<file path="config.mk">
export PLATFORM = sky130hd
export DESIGN_NAME = remap_addr_decoder
export DESIGN_NICKNAME = d
export VERILOG_FILES = /design/src/rtl/remap_dec_pkg.sv /design/src/rtl/remap_ctrl.sv /design/src/rtl/remap_datapath.sv /design/src/rtl/remap_addr_decoder.sv
export SDC_FILE = /design/constraint.sdc
export NUM_CORES = 1
export LEC_CHECK = 0
export CORE_MARGIN = 2
export CORE_UTILIZATION = 31
export CTS_CLUSTER_SIZE = 14
export DETAILED_ROUTE_END_ITERATION = 12
export PLACE_DENSITY = 0.75
export RECOVER_POWER = 25
export SLEW_MARGIN = 20
export SYNTH_ARGS = -nofsm -noshare
export SYNTH_HDL_FRONTEND = slang
export SYNTH_SLANG_ARGS = --single-unit
</file>
<file path="constraint.sdc">
create_clock -name clk -period 3.1 [get_ports clk]
set_clock_uncertainty 0.15 [all_clocks]
set_input_delay 0.775 -clock clk [delete_from_list [all_inputs] [get_ports clk]]
set_output_delay 0.775 -clock clk [all_outputs]
set_load 0.005 [all_outputs]
</file>
<file path="src/rtl/remap_dec_pkg.sv">
package remap_dec_pkg;
  localparam int NUM_MEM    = 4;
  localparam int IDX_FLASH  = 0;
  localparam int IDX_CORE   = 1;
  localparam int IDX_BACKUP = 2;
  localparam int IDX_ROM    = 3;

  // Strobes handed from control to datapath
  typedef struct packed {
    logic remapped;
    logic bootRom;
  } decCtrl_t;
endpackage

</file>
<file path="src/rtl/remap_ctrl.sv">
module remap_ctrl
  import remap_dec_pkg::*;
(
  input  logic     clk,
  input  logic     rstN,
  input  logic     bootRom,
  input  logic     remapCmd,
  output decCtrl_t ctrlOut
);
  logic remapState;

  // One-way latch: only reset can clear it
  always_ff @(posedge clk or negedge rstN) begin
    if (!rstN)
      remapState <= 1'b0;
    else if (remapCmd)
      remapState <= 1'b1;
  end

  always_comb begin
    ctrlOut.remapped = remapState;
    ctrlOut.bootRom  = bootRom;
  end

  AST_REMAP_SET: assert property (@(posedge clk) disable iff (!rstN)
    remapCmd |=> remapState);
  AST_REMAP_STICKY: assert property (@(posedge clk) disable iff (!rstN)
    remapState |=> remapState);
endmodule

</file>
<file path="src/rtl/remap_datapath.sv">
module remap_datapath
  import remap_dec_pkg::*;
#(
  parameter int ADDR_W       = 28,
  parameter int SLOT_LOG2    = 20,
  parameter int FLASH_BYTES  = 65536,
  parameter int CORE_BYTES   = 4096,
  parameter int BACKUP_BYTES = 2048,
  parameter int ROM_BYTES    = 12288,
  parameter int FLASH_SLOT   = 1,
  parameter int CORE_SLOT    = 2,
  parameter int BACKUP_SLOT  = 3,
  parameter int ROM_SLOT     = 4
) (
  input  logic                 clk,
  input  logic                 rstN,
  input  decCtrl_t             ctrlIn,
  input  logic [ADDR_W-1:0]    addr,
  input  logic                 valid,
  output logic [NUM_MEM-1:0]   memSel,
  output logic [SLOT_LOG2-1:0] memOffset,
  output logic                 abort
);
  localparam int SLOT_W = ADDR_W - SLOT_LOG2;
  localparam int IDX_W  = $clog2(NUM_MEM);
  localparam int unsigned MEM_BYTES [NUM_MEM] =
    '{FLASH_BYTES, CORE_BYTES, BACKUP_BYTES, ROM_BYTES};
  localparam int HOME_SLOT [NUM_MEM] =
    '{FLASH_SLOT, CORE_SLOT, BACKUP_SLOT, ROM_SLOT};

  logic [SLOT_W-1:0]    slotIdx;
  logic [SLOT_LOG2-1:0] lowAddr;
  logic [SLOT_LOG2-1:0] foldOff [NUM_MEM];
  logic [IDX_W-1:0]     tgtIdx;
  logic                 slotHit;

  assign slotIdx = addr[ADDR_W-1:SLOT_LOG2];
  assign lowAddr = addr[SLOT_LOG2-1:0];

  // Per-memory fold: a mask for power-of-two sizes, true modulo otherwise
  for (genvar g = 0; g < NUM_MEM; g++) begin : g_fold
    if ((MEM_BYTES[g] & (MEM_BYTES[g] - 1)) == 0) begin : g_pow2
      assign foldOff[g] = lowAddr & SLOT_LOG2'(MEM_BYTES[g] - 1);
    end else begin : g_mod
      assign foldOff[g] = SLOT_LOG2'(32'(lowAddr) % MEM_BYTES[g]);
    end
  end

  // Slot 0 alias, then the home slots
  always_comb begin
    slotHit = 1'b0;
    tgtIdx  = '0;
    if (slotIdx == '0) begin
      slotHit = 1'b1;
      if (ctrlIn.remapped)     tgtIdx = IDX_W'(IDX_CORE);
      else if (ctrlIn.bootRom) tgtIdx = IDX_W'(IDX_ROM);
      else                     tgtIdx = IDX_W'(IDX_FLASH);
    end else begin
      for (int m = 0; m < NUM_MEM; m++) begin
        if (slotIdx == SLOT_W'(HOME_SLOT[m])) begin
          slotHit = 1'b1;
          tgtIdx  = IDX_W'(m);
        end
      end
    end
  end

  always_comb begin
    memSel    = '0;
    memOffset = '0;
    abort     = 1'b0;
    if (valid) begin
      if (slotHit) begin
        memSel    = NUM_MEM'(1) << tgtIdx;
        memOffset = foldOff[tgtIdx];
      end else begin
        abort = 1'b1;
      end
    end
  end

  AST_SEL_ONEHOT: assert property (@(posedge clk) disable iff (!rstN)
    $onehot0(memSel));
  AST_ABORT_EXCL: assert property (@(posedge clk) disable iff (!rstN)
    abort |-> (memSel == '0));
  AST_IDLE_QUIET: assert property (@(posedge clk) disable iff (!rstN)
    !valid |-> (memSel == '0 && !abort && memOffset == '0));
  AST_ROM_RANGE: assert property (@(posedge clk) disable iff (!rstN)
    memSel[IDX_ROM] |-> (memOffset < SLOT_LOG2'(ROM_BYTES)));
  AST_SLOT0_CORE: assert property (@(posedge clk) disable iff (!rstN)
    (ctrlIn.remapped && valid && slotIdx == '0) |-> memSel[IDX_CORE]);
endmodule

</file>
<file path="src/rtl/remap_addr_decoder.sv">
module remap_addr_decoder
  import remap_dec_pkg::*;
#(
  parameter int ADDR_W       = 28,
  parameter int SLOT_LOG2    = 20,
  parameter int FLASH_BYTES  = 65536,
  parameter int CORE_BYTES   = 4096,
  parameter int BACKUP_BYTES = 2048,
  parameter int ROM_BYTES    = 12288,
  parameter int FLASH_SLOT   = 1,
  parameter int CORE_SLOT    = 2,
  parameter int BACKUP_SLOT  = 3,
  parameter int ROM_SLOT     = 4
) (
  input  logic                 clk,
  input  logic                 rstN,
  input  logic [ADDR_W-1:0]    addr,
  input  logic                 valid,
  input  logic                 bootRom,
  input  logic                 remapCmd,
  output logic [NUM_MEM-1:0]   memSel,
  output logic [SLOT_LOG2-1:0] memOffset,
  output logic                 abort
);
  decCtrl_t decCtrl;

  remap_ctrl u_ctrl (
    .clk      (clk),
    .rstN     (rstN),
    .bootRom  (bootRom),
    .remapCmd (remapCmd),
    .ctrlOut  (decCtrl)
  );

  remap_datapath #(
    .ADDR_W      (ADDR_W),
    .SLOT_LOG2   (SLOT_LOG2),
    .FLASH_BYTES (FLASH_BYTES),
    .CORE_BYTES  (CORE_BYTES),
    .BACKUP_BYTES(BACKUP_BYTES),
    .ROM_BYTES   (ROM_BYTES),
    .FLASH_SLOT  (FLASH_SLOT),
    .CORE_SLOT   (CORE_SLOT),
    .BACKUP_SLOT (BACKUP_SLOT),
    .ROM_SLOT    (ROM_SLOT)
  ) u_dp (
    .clk      (clk),
    .rstN     (rstN),
    .ctrlIn   (decCtrl),
    .addr     (addr),
    .valid    (valid),
    .memSel   (memSel),
    .memOffset(memOffset),
    .abort    (abort)
  );
endmodule

</file>
==> impl_metrics.yaml <==
outcome:
  status: "complete, but fails checks"
  violations: "setup timing"
drt:
  antenna_left: 0
  vias_per_cell: 5.75
  vias: 1408
  drc_errors: 0
  wl_per_cell_um: 20.5
  firstDrtPassIters: 4
  drt_wl_total_um: 5020
  drtIter0Drc: 65
setup_path:
  path_class: "input pin to primary output"
  crit_path_max_fanout: 10
  cp_top_family: "compound AO/OA/AOI/OAI gates"
  crit_arrival_ns: 2.83
  path_buf_inv: 2
  worst_setup_path_end_kind: "primary output"
  critPathMaxStageDelay_ns: 0.40
  crit_path_cell_trace: "buf_12, xor2_1, o211ai_2, o21a_2, nor3_2, o41ai_1, and4bb_1, mux2i_1, a21oi_1, buf_2"
  startpoint_type: "input pin"
  crit_required_ns: 2.17
  slowest_stage: "o41ai_1"
job:
  cap_violations: 0
yosys:
  synth_cell_type_count: 47
  ys_seq_area_frac: 0.0324
  synth_top_family_by_area: "simple AND/OR/NAND/NOR gates"
  synthSimpleGateAreaFrac: 0.473
  synth_fa_ha_area_frac: 0.0146
  async_flop_share: 1.00
  synth_edf_count: 0
  syn-cell-area_um2: 772
  synth-compound-area-share: 0.288
  avgSynthCellArea_um2: 6.60
  muxShareOfSynthArea: 0.0421
  synthCells: 117
  synthFlopType: "dfrtp_1"
  synth_xor_xnor_area_share: 0.0227
  synth-seq-cells: 1
  yosysWarnings: 0
pwr:
  peakVddDrop_uv: 137
  pwr_density_cell_mw_per_mm2: 116
  leakagePower_nw: 0.863
sta:
  grt_setup_unrepaired: "yes"
  slew_viol_final: 0
  max_freq_mhz: 266
  finalSetupViolations: 18
  layout_min_cycle_time_ns: 3.76
  worst_slack_ns: -0.656
  final.period_utilization: 1.21
  hold_viol_final: 0
finish:
  drive_gt1_frac: 0.614
  final_area_mm2: 0.00194
  nets: 250
  multi_input_area_um2: 893
  fill_cells: 124
  largest_register: "u_ctrl.remapState"
  antennaDiodeCount: 0
  layout_commonest_cell: "buf_6"
  layout_common_cells: "buf_6, buf_4, clkdlybuf4s50_1"
  regArea_um2: 25.0
  largest_register_ffs: 1
  biggestRegsByFlops: "u_ctrl.remapState: 1 flops"
  area_delta_synth_final_pct: 151
floorplanning:
  dieArea_mm2: 0.00291
  ios: 58
  core_area_mm2: 0.00241
  start_util: 0.320
  die_y_um: 53.9
  rows: 18
  die_x_um: 53.9
grt:
  grt_pass1_vias: 1358
  grt_pass1_wl_um: 6330
  grt_antenna_before_repair: 0
  overflow: 0
  grt_max_degree: 11
  grt_usage: 0.296
clock_network:
  clk_pin_slew_ns: 0
  worstSkewPairLatency_ns: 0
place:
  place.gp.congestion: 0.895
  hpwl_um: 2460
  place_area_mm2: 0.00153
  port_buffers: 53
  place_ws_ns: -1.34
min_path:
  min-delay-path-class: "register to register"
[metal layers]
metal	share of wire	wire (um)	GRT usage	vias to the layer above
li1	-	-	-	622
met1	0.37	1850	0.358	669
met2	0.52	2630	0.565	95
met3	0.066	329	0.0194	22
met4	0.042	209	0.0598	0
met5	0	0	0	-
[Yosys cell counts, types with 2 or more instances]
master / number / share of area
a2111oi_0: 3 / 0.034
a211o_1: 2 / 0.023
a211oi_1: 2 / 0.019
a21oi_1: 2 / 0.013
and2_1: 13 / 0.11
and3_1: 2 / 0.016
buf_4: 6 / 0.058
buf_6: 2 / 0.029
clkbuf_1: 2 / 0.0097
inv_1: 2 / 0.0097
inv_2: 3 / 0.015
nand2_1: 11 / 0.053
nand2b_1: 2 / 0.016
nand3_1: 6 / 0.039
nand3b_1: 2 / 0.019
nor2_1: 11 / 0.053
nor2b_1: 2 / 0.016
nor3_1: 7 / 0.045
o21ai_0: 7 / 0.045
o41ai_1: 2 / 0.023
or3_1: 2 / 0.016
[through the flow]
stage	total power [mW]	TNS [ns]	cells	hold slack [ns]	utilization
after floorplan	0.0892	-0.174	120	0.329	-
after global placement	0.168	-16.82	224	0.359	0.637
after detailed placement	0.172	-17.99	224	0.378	0.637
after CTS	0.206	-2.72	245	0.402	0.764
after global routing	0.235	-3.11	245	0.496	0.805
final	0.226	-2.51	245	0.491	0.805
[final timing paths]
path | from | to | slack (ns) | depth (start not counted)
hold reg to reg | u_ctrl.remapState | u_ctrl.remapState | 0.49 | 1
setup / recovery | addr[19] | memOffset[12] | -0.66 | 10
min in group asynchronous | rstN | u_ctrl.remapState | 0.85 | 1
max in group asynchronous | rstN | u_ctrl.remapState | 1.84 | 1
setup reg to reg | u_ctrl.remapState | u_ctrl.remapState | 2.06 | 1
hold / removal | u_ctrl.remapState | u_ctrl.remapState | 0.49 | 1
[timing repair]
action / CTS / global route
setup buffers: 21 / 7
cloned: 1 / 0
hold buffers: 0 / 0
resized for setup: 191 / 26
endpoints found under the setup margin: 21 / 21
pin swaps: 37 / 8
[logic make-up (layout without fill, tap and decap cells)]
logic type / count (synthesis) / in the layout
other cells: 1 / 4
simple gates: 66 / 67
flops: 1 / 1
fa+ha+maj: 1 / 1
mux: 2 / 2
buf+inv: 15 / 109
xor+xnor: 2 / 2
compound gates: 29 / 29
[power breakdown]
group	internal [mW]	total (mW)	switching, mW
Clock	0	0	0
Combinational	0.110	0.213	0.102
Sequential	0.0133	0.0133	0.0000000000000000585
Total	0.124	0.226	0.102
[area by class of cell]
type | count | share of cell area
multi-input cells | 105 | 0.461
flip-flops and latches | 1 | 0.0129
inverters | 5 | 0.00968
repair buffers | 104 | 0.497
well taps | 30 | 0.0194
Note: power is estimated with default switching activity, not from simulation.
